## src/rtl/dct_pkg.sv

```systemverilog
// Shared types and register map for the dual-compare timer.
// Assumes an 8-entry register address space; only six entries are decoded.
package dct_pkg;
    typedef enum logic [1:0] {
        MODE_NORMAL = 2'd0,
        MODE_CTC    = 2'd1,
        MODE_FAST   = 2'd2,
        MODE_PHASE  = 2'd3
    } mode_e;

    typedef enum logic [1:0] {
        SRC_OFF      = 2'd0,
        SRC_PRE      = 2'd1,
        SRC_EXT_RISE = 2'd2,
        SRC_EXT_FALL = 2'd3
    } src_e;

    localparam int ADDR_W = 3;
    localparam logic [ADDR_W-1:0] ADR_CTRL  = 3'd0;
    localparam logic [ADDR_W-1:0] ADR_COUNT = 3'd1;
    localparam logic [ADDR_W-1:0] ADR_CMPA  = 3'd2;
    localparam logic [ADDR_W-1:0] ADR_CMPB  = 3'd3;
    localparam logic [ADDR_W-1:0] ADR_MASK  = 3'd4;
    localparam logic [ADDR_W-1:0] ADR_FLAG  = 3'd5;

    localparam int NUM_CH    = 2;
    localparam int NUM_FLAGS = NUM_CH + 1;
    localparam int CTRL_W    = 4;
endpackage

```

## src/rtl/dct_tick_select.sv

```systemverilog
// Produces the one-cycle timer tick from the selected source.
// Assumes ext_pin is asynchronous; it passes SYNC_STAGES flops, then one
// more flop holds the previous level for edge detection.
module dct_tick_select
    import dct_pkg::*;
#(
    parameter int SYNC_STAGES = 2
) (
    input  logic clk,
    input  logic rst_n,
    input  src_e src,
    input  logic pre_tick,
    input  logic ext_pin,
    output logic tick
);
    localparam int CHAIN_W = SYNC_STAGES + 1;

    logic [CHAIN_W-1:0] chain_q;
    logic               pin_now;
    logic               pin_prev;

    // Shift the pin through the synchronizer and the history flop.
    always_ff @(posedge clk) begin
        if (!rst_n) chain_q <= '0;
        else        chain_q <= {chain_q[CHAIN_W-2:0], ext_pin};
    end

    assign pin_now  = chain_q[SYNC_STAGES-1];
    assign pin_prev = chain_q[SYNC_STAGES];

    // Pick the tick according to the source field.
    always_comb begin
        case (src)
            SRC_PRE:      tick = pre_tick;
            SRC_EXT_RISE: tick = pin_now & ~pin_prev;
            SRC_EXT_FALL: tick = ~pin_now & pin_prev;
            default:      tick = 1'b0;
        endcase
    end
endmodule

```

## src/rtl/dct_count_core.sv

```systemverilog
// Counter with direction control for all four modes.
// Assumes load_en (a software write) takes priority over a tick.
module dct_count_core
    import dct_pkg::*;
#(
    parameter int W = 8
) (
    input  logic         clk,
    input  logic         rst_n,
    input  logic         tick,
    input  mode_e        mode,
    input  logic         load_en,
    input  logic [W-1:0] load_val,
    input  logic [W-1:0] clear_at,
    output logic [W-1:0] cnt,
    output logic         dir_up,
    output logic         at_top,
    output logic         ovf_evt
);
    localparam logic [W-1:0] TOP    = '1;
    localparam logic [W-1:0] BOTTOM = '0;

    logic [W-1:0] cnt_d;
    logic         dir_d;

    assign at_top = (cnt == TOP);

    // Overflow: the wrap at TOP, or the bottom turn in phase-correct mode.
    always_comb begin
        if (mode == MODE_PHASE) ovf_evt = tick && !dir_up && (cnt == BOTTOM);
        else                    ovf_evt = tick && (cnt == TOP);
    end

    // Next count and direction.
    always_comb begin
        cnt_d = cnt;
        dir_d = (mode == MODE_PHASE) ? dir_up : 1'b1;
        if (load_en) begin
            cnt_d = load_val;
            dir_d = 1'b1;
        end else if (tick) begin
            case (mode)
                MODE_CTC: cnt_d = (cnt == clear_at) ? BOTTOM : cnt + 1'b1;
                MODE_PHASE: begin
                    if (dir_up) begin
                        if (cnt == TOP) begin
                            dir_d = 1'b0;
                            cnt_d = cnt - 1'b1;
                        end else begin
                            cnt_d = cnt + 1'b1;
                        end
                    end else begin
                        if (cnt == BOTTOM) begin
                            dir_d = 1'b1;
                            cnt_d = cnt + 1'b1;
                        end else begin
                            cnt_d = cnt - 1'b1;
                        end
                    end
                end
                default: cnt_d = cnt + 1'b1;
            endcase
        end
    end

    // Count and direction registers.
    always_ff @(posedge clk) begin
        if (!rst_n) begin
            cnt    <= '0;
            dir_up <= 1'b1;
        end else begin
            cnt    <= cnt_d;
            dir_up <= dir_d;
        end
    end
endmodule

```

## src/rtl/dct_cmp_channel.sv

```systemverilog
// One compare channel: buffer, active comparator and waveform output.
// Assumes the counter value and direction are the pre-tick values.
module dct_cmp_channel
    import dct_pkg::*;
#(
    parameter int W = 8
) (
    input  logic         clk,
    input  logic         rst_n,
    input  logic         buf_we,
    input  logic [W-1:0] buf_wdata,
    input  mode_e        mode,
    input  logic         tick,
    input  logic [W-1:0] cnt,
    input  logic         dir_up,
    input  logic         at_top,
    output logic [W-1:0] buf_q,
    output logic [W-1:0] active_q,
    output logic         match_evt,
    output logic         wave
);
    logic pwm;

    assign pwm       = (mode == MODE_FAST) || (mode == MODE_PHASE);
    assign match_evt = tick && (cnt == active_q);

    // Software-visible buffer.
    always_ff @(posedge clk) begin
        if (!rst_n)      buf_q <= '0;
        else if (buf_we) buf_q <= buf_wdata;
    end

    // Active value: follows the buffer, or loads only at TOP in PWM modes.
    always_ff @(posedge clk) begin
        if (!rst_n)                active_q <= '0;
        else if (!pwm)             active_q <= buf_q;
        else if (tick && at_top)   active_q <= buf_q;
    end

    // Waveform output per mode.
    always_ff @(posedge clk) begin
        if (!rst_n) begin
            wave <= 1'b0;
        end else begin
            case (mode)
                MODE_FAST: begin
                    if (tick && at_top) wave <= 1'b1;
                    else if (match_evt) wave <= 1'b0;
                end
                MODE_PHASE: if (match_evt) wave <= !dir_up;
                default:    if (match_evt) wave <= !wave;
            endcase
        end
    end
endmodule

```

## src/rtl/dual_cmp_timer.sv

```systemverilog
// Top: register port, flags, masks, and wiring of tick, counter and channels.
// Assumes one register access per cycle on each port; reads are combinational.
module dual_cmp_timer
    import dct_pkg::*;
#(
    parameter int W = 8
) (
    input  logic              clk,
    input  logic              rst_n,
    input  logic              pre_tick,
    input  logic              ext_pin,
    input  logic              wr_en,
    input  logic [ADDR_W-1:0] wr_addr,
    input  logic [W-1:0]      wr_data,
    input  logic [ADDR_W-1:0] rd_addr,
    output logic [W-1:0]      rd_data,
    output logic              wave_a,
    output logic              wave_b,
    output logic              irq_ovf,
    output logic              irq_cmpa,
    output logic              irq_cmpb
);
    logic [CTRL_W-1:0]    ctrl_q;
    logic [NUM_FLAGS-1:0] mask_q;
    logic [NUM_FLAGS-1:0] flags_q;
    logic [NUM_FLAGS-1:0] flag_clr;
    logic [NUM_FLAGS-1:0] flag_set;
    mode_e                mode;
    src_e                 src;
    logic                 tick;
    logic                 cnt_load;
    logic [W-1:0]         cnt;
    logic                 dir_up;
    logic                 at_top;
    logic                 ovf_evt;
    logic [W-1:0]         buf_q    [NUM_CH];
    logic [W-1:0]         active_q [NUM_CH];
    logic                 match    [NUM_CH];
    logic                 wave     [NUM_CH];

    assign mode     = mode_e'(ctrl_q[1:0]);
    assign src      = src_e'(ctrl_q[3:2]);
    assign cnt_load = wr_en && (wr_addr == ADR_COUNT);
    assign flag_clr = (wr_en && (wr_addr == ADR_FLAG)) ? wr_data[NUM_FLAGS-1:0] : '0;

    dct_tick_select #(.SYNC_STAGES(2)) tick_i (
        .clk      (clk),
        .rst_n    (rst_n),
        .src      (src),
        .pre_tick (pre_tick),
        .ext_pin  (ext_pin),
        .tick     (tick)
    );

    dct_count_core #(.W(W)) core_i (
        .clk      (clk),
        .rst_n    (rst_n),
        .tick     (tick),
        .mode     (mode),
        .load_en  (cnt_load),
        .load_val (wr_data),
        .clear_at (active_q[0]),
        .cnt      (cnt),
        .dir_up   (dir_up),
        .at_top   (at_top),
        .ovf_evt  (ovf_evt)
    );

    for (genvar ch = 0; ch < NUM_CH; ch++) begin : g_ch
        localparam logic [ADDR_W-1:0] MY_ADR = ADDR_W'(int'(ADR_CMPA) + ch);
        dct_cmp_channel #(.W(W)) chan_i (
            .clk       (clk),
            .rst_n     (rst_n),
            .buf_we    (wr_en && (wr_addr == MY_ADR)),
            .buf_wdata (wr_data),
            .mode      (mode),
            .tick      (tick),
            .cnt       (cnt),
            .dir_up    (dir_up),
            .at_top    (at_top),
            .buf_q     (buf_q[ch]),
            .active_q  (active_q[ch]),
            .match_evt (match[ch]),
            .wave      (wave[ch])
        );
        assign flag_set[ch+1] = match[ch];
    end

    assign flag_set[0] = ovf_evt;

    // Control and mask registers.
    always_ff @(posedge clk) begin
        if (!rst_n) begin
            ctrl_q <= '0;
            mask_q <= '0;
        end else if (wr_en) begin
            if (wr_addr == ADR_CTRL) ctrl_q <= wr_data[CTRL_W-1:0];
            if (wr_addr == ADR_MASK) mask_q <= wr_data[NUM_FLAGS-1:0];
        end
    end

    // Sticky flags: an event wins over a same-cycle write-one clear.
    always_ff @(posedge clk) begin
        if (!rst_n) flags_q <= '0;
        else        flags_q <= (flags_q & ~flag_clr) | flag_set;
    end

    // Register read multiplexer.
    always_comb begin
        case (rd_addr)
            ADR_CTRL:  rd_data = {{(W-CTRL_W){1'b0}}, ctrl_q};
            ADR_COUNT: rd_data = cnt;
            ADR_CMPA:  rd_data = buf_q[0];
            ADR_CMPB:  rd_data = buf_q[1];
            ADR_MASK:  rd_data = {{(W-NUM_FLAGS){1'b0}}, mask_q};
            ADR_FLAG:  rd_data = {{(W-NUM_FLAGS){1'b0}}, flags_q};
            default:   rd_data = '0;
        endcase
    end

    assign wave_a   = wave[0];
    assign wave_b   = wave[1];
    assign irq_ovf  = flags_q[0] & mask_q[0];
    assign irq_cmpa = flags_q[1] & mask_q[1];
    assign irq_cmpb = flags_q[2] & mask_q[2];
endmodule

```

## config.mk

```make
export PLATFORM = sky130hd
export DESIGN_NAME = dual_cmp_timer
export DESIGN_NICKNAME = d
export VERILOG_FILES = /design/src/rtl/dct_pkg.sv /design/src/rtl/dct_tick_select.sv /design/src/rtl/dct_count_core.sv /design/src/rtl/dct_cmp_channel.sv /design/src/rtl/dual_cmp_timer.sv
export SDC_FILE = /design/constraint.sdc
export NUM_CORES = 1
export LEC_CHECK = 0
export BUFFER_PORTS_ARGS = -buffer_cell sky130_fd_sc_hd__buf_2
export CAP_MARGIN = 25
export CORE_MARGIN = 2
export CORE_UTILIZATION = 57
export CTS_BUF_LIST = sky130_fd_sc_hd__clkbuf_16
export DETAILED_ROUTE_END_ITERATION = 12
export PLACE_DENSITY = 0.77
export RECOVER_POWER = 25
export SYNTH_ARGS = -nofsm -noshare
export SYNTH_HDL_FRONTEND = slang
export SYNTH_SLANG_ARGS = --single-unit
```

## constraint.sdc

```tcl
create_clock -name clk -period 2.4 [get_ports clk]
set_input_delay 0.12 -clock clk [delete_from_list [all_inputs] [get_ports clk]]
set_output_delay 0.12 -clock clk [all_outputs]
set_load 0.01 [all_outputs]
```

==> results.sh <==
export IMPL_synth_area_top_cells="dfxtp_1 (36%), mux2i_1 (12%), nor2_1 (6.9%)"
export IMPL_p_leak_uw=0.00153
export IMPL_place_congestion=0.975
export IMPL_chipHeight_um=78.0
export IMPL_antenna_found_initial=0
export IMPL_peakVddDrop_uv=504
export IMPL_cp_required_ps=2570
export IMPL_cap_viol_max_count=0
export IMPL_finClkSkew_ps=3.39
export IMPL_grt_overflow_total=0
export IMPL_ys_async_sr_fraction_pct=0
export IMPL_cts_setup_buffers=0
export IMPL_p_total_uw=2130
export IMPL_grt_pass1_wl_um=13800
export IMPL_areaGrowthSynthToFinish_pct=13.3
export IMPL_final_setup_viol_count=0
export IMPL_crit_arrival_ps=2280
export IMPL_coreArea_mm2=0.00520
export IMPL_grt_pass1_vias=2707
export IMPL_num_rows=26
export IMPL_drtIter0Drc=304
export IMPL_htree_levels=2
export IMPL_worstHoldPathType="input pin to register"
export IMPL_ys_warn_count=0
export IMPL_chipWidth_um=78.0
export IMPL_nets=427
export IMPL_cts_resized=0
export IMPL_route_detailed_drc=0
export IMPL_num_io_pins=32
export IMPL_final_util_pct=67.9
export IMPL_period_share_pct=88.0
export IMPL_cts_hold_buf=0
export IMPL_insertedDiodeCount=0
export IMPL_crit_type="register to register"
export IMPL_grt_max_degree=45
export IMPL_hpwlAfterDp_um=6060
export IMPL_avgRoutedWirePerCell_um=17.6
export IMPL_start_util_pct=60.0
export IMPL_grt_usage_pct=28.8
export IMPL_outcome="complete, no violations"
export IMPL_synth_edf_count=0
export IMPL_clk_path_buf_depth=2
export IMPL_synthTopCellsByCount="nor2_1 (57), dfxtp_1 (56), mux2i_1 (38), nand2_1 (31), a21oi_1 (20)"
export IMPL_synth_fp_nets=399
export IMPL_post_synth_num_cell_types=56
export IMPL_fin_setup_tns_ps=0
export IMPL_end_kind="register"
export IMPL_cts_sinks=56
export IMPL_cts_tree="done"
export IMPL_period_needed_ps=2110
export IMPL_ys_ff_latch=56
export IMPL_relSlewSlack_pct=45.4
export IMPL_cts_root_buf="clkbuf_16"
export IMPL_netlist_area_leader_share_pct=35.9
export IMPL_synth_area_leader_cell="dfxtp_1"
export IMPL_firstDrtPassIters=4
export IMPL_ys_seq_area_share_pct=35.9
export IMPL_hold_viol_final=0
export IMPL_worst_setup_path_start_kind="register"
export IMPL_die_area_mm2=0.00608
export IMPL_num_fill_cells=456
export IMPL_rsz0062_at_grt="false"
export IMPL_synth_most_common_cell="nor2_1"
export IMPL_crit_fanout=16
export IMPL_max_freq_mhz=474
export IMPL_clk_pin_slew_ps=70
export IMPL_power_density_mw_per_mm2=603
export IMPL_synth_area_per_cell_um2=8.28
export IMPL_drive_above_1_share_pct=13.8
export IMPL_antenna_left=0
export IMPL_synth_area_mm2=0.00312
export IMPL_vias_per_cell=6.11
export IMPL_finalWirelength_um=8400
export IMPL_port_buffers=31
export IMPL_num_vias=2906
export IMPL_synth_main_ff_cell="dfxtp_1"
export IMPL_slew_violations=0
export IMPL_numCtsBuffers=5
export IMPL_insertion_delay_ps=290
export IMPL_synthCells=377
export IMPL_worst_slew_pin_slew_ps=817
-- layout by cell type (no fill, tap or decap), types with 3 or more instances in the layout --
| cell | Yosys | routed |
|---|---|---|
| clkbuf_16 | 0 | 5 |
| and2_1 | 9 | 7 |
| a31oi_1 | 8 | 8 |
| or4_1 | 3 | 3 |
| nand3_1 | 11 | 11 |
| a211oi_1 | 4 | 4 |
| nor2b_1 | 3 | 3 |
| nand4_1 | 4 | 4 |
| inv_1 | 11 | 12 |
| mux2i_1 | 38 | 38 |
| ha_1 | 3 | 3 |
| buf_2 | 3 | 24 |
| nand2_1 | 31 | 31 |
| nand2b_1 | 3 | 3 |
| nor3b_1 | 3 | 3 |
| nor3_1 | 8 | 8 |
| nor4_1 | 5 | 5 |
| o21ai_0 | 15 | 15 |
| or3_1 | 3 | 3 |
| buf_4 | 0 | 15 |
| dfxtp_1 | 56 | 56 |
| xor2_1 | 17 | 17 |
| clkbuf_1 | 18 | 7 |
| nor2_1 | 57 | 57 |
| a21oi_1 | 20 | 20 |
-- per-layer routing --
metal	share of wire [%]	GRT usage, %
met5	0	0
met4	1.3	7.72
met3	6.1	4.19
met2	47	46.3
met1	45	40.6
-- stage by stage --
step	worst slack, ps	instances	cell area [µm²]	hold WS (ps)
5_1_grt	190	476	3530	29.0
4_1_cts	329	476	3540	25.3
3_5_place_dp	348	468	3380	330
3_3_place_gp	374	468	3380	326
2_1_floorplan	387	377	3120	247
6_report	289	476	3530	26.7
-- layout make-up --
type / instances / area (µm²) / area share [%]
Multi-Input combinational cell: 284 / 1840 / 52.1
Sequential cell: 56 / 1120 / 31.7
Timing Repair Buffer: 47 / 279 / 7.89
Clock inverter: 3 / 38.8 / 1.10
Inverter: 11 / 41.3 / 1.17
Tap cell: 70 / 87.6 / 2.48
Clock buffer: 5 / 125 / 3.54
-- critical path, stage by stage, from the launching register on --
cell     delay [ps]
dfxtp_1         630
nand4_1         290
or2_2           410
o21ai_2         170
buf_12          190
mux2i_1         230
nor2_1           60
-- path summary, 6_finish.rpt --
kind / end / cells after the start / from / slack, ps
max: g_ch[1].chan_i.active_q[5]$_SDFFE_PN0P_ / 6 / core_i.cnt[6]$_SDFFE_PN0P_ / 290
min reg2reg: tick_i.chain_q[1]$_SDFF_PN0_ / 1 / tick_i.chain_q[0]$_SDFF_PN0_ / 460
max reg2reg: g_ch[1].chan_i.active_q[5]$_SDFFE_PN0P_ / 6 / core_i.cnt[6]$_SDFFE_PN0P_ / 290
min: tick_i.chain_q[0]$_SDFF_PN0_ / 2 / ext_pin / 30
-- state kept, by name, summed over array words and instances, names as in the netlist --
register / count
core_i.cnt: 8
core_i.dir_up: 1
ctrl_q: 4
flags_q: 3
g_ch.chan_i.active_q: 16
g_ch.chan_i.buf_q: 16
g_ch.chan_i.wave: 2
mask_q: 3
tick_i.chain_q: 3
-- power breakdown --
group / internal [µW] / total (µW) / switching, µW / leakage, µW
logic: 127 / 310 / 183 / 0.000996
clock network: 488 / 827 / 340 / 0.0000850
registers: 956 / 994 / 38.5 / 0.000454
total: 1570 / 2130 / 561 / 0.00153
-- logic make-up after synthesis --
group,synth area share [%]
buffers and inverters,5.05
multiplexers,14.0
adder cells (fa/ha/maj),1.20
AND/OR/NAND/NOR,23.1
flip-flops,35.9
AO/OA/AOI/OAI,15.4
XOR/XNOR,5.33
No activity file was read; power rests on OpenSTA's default activity.
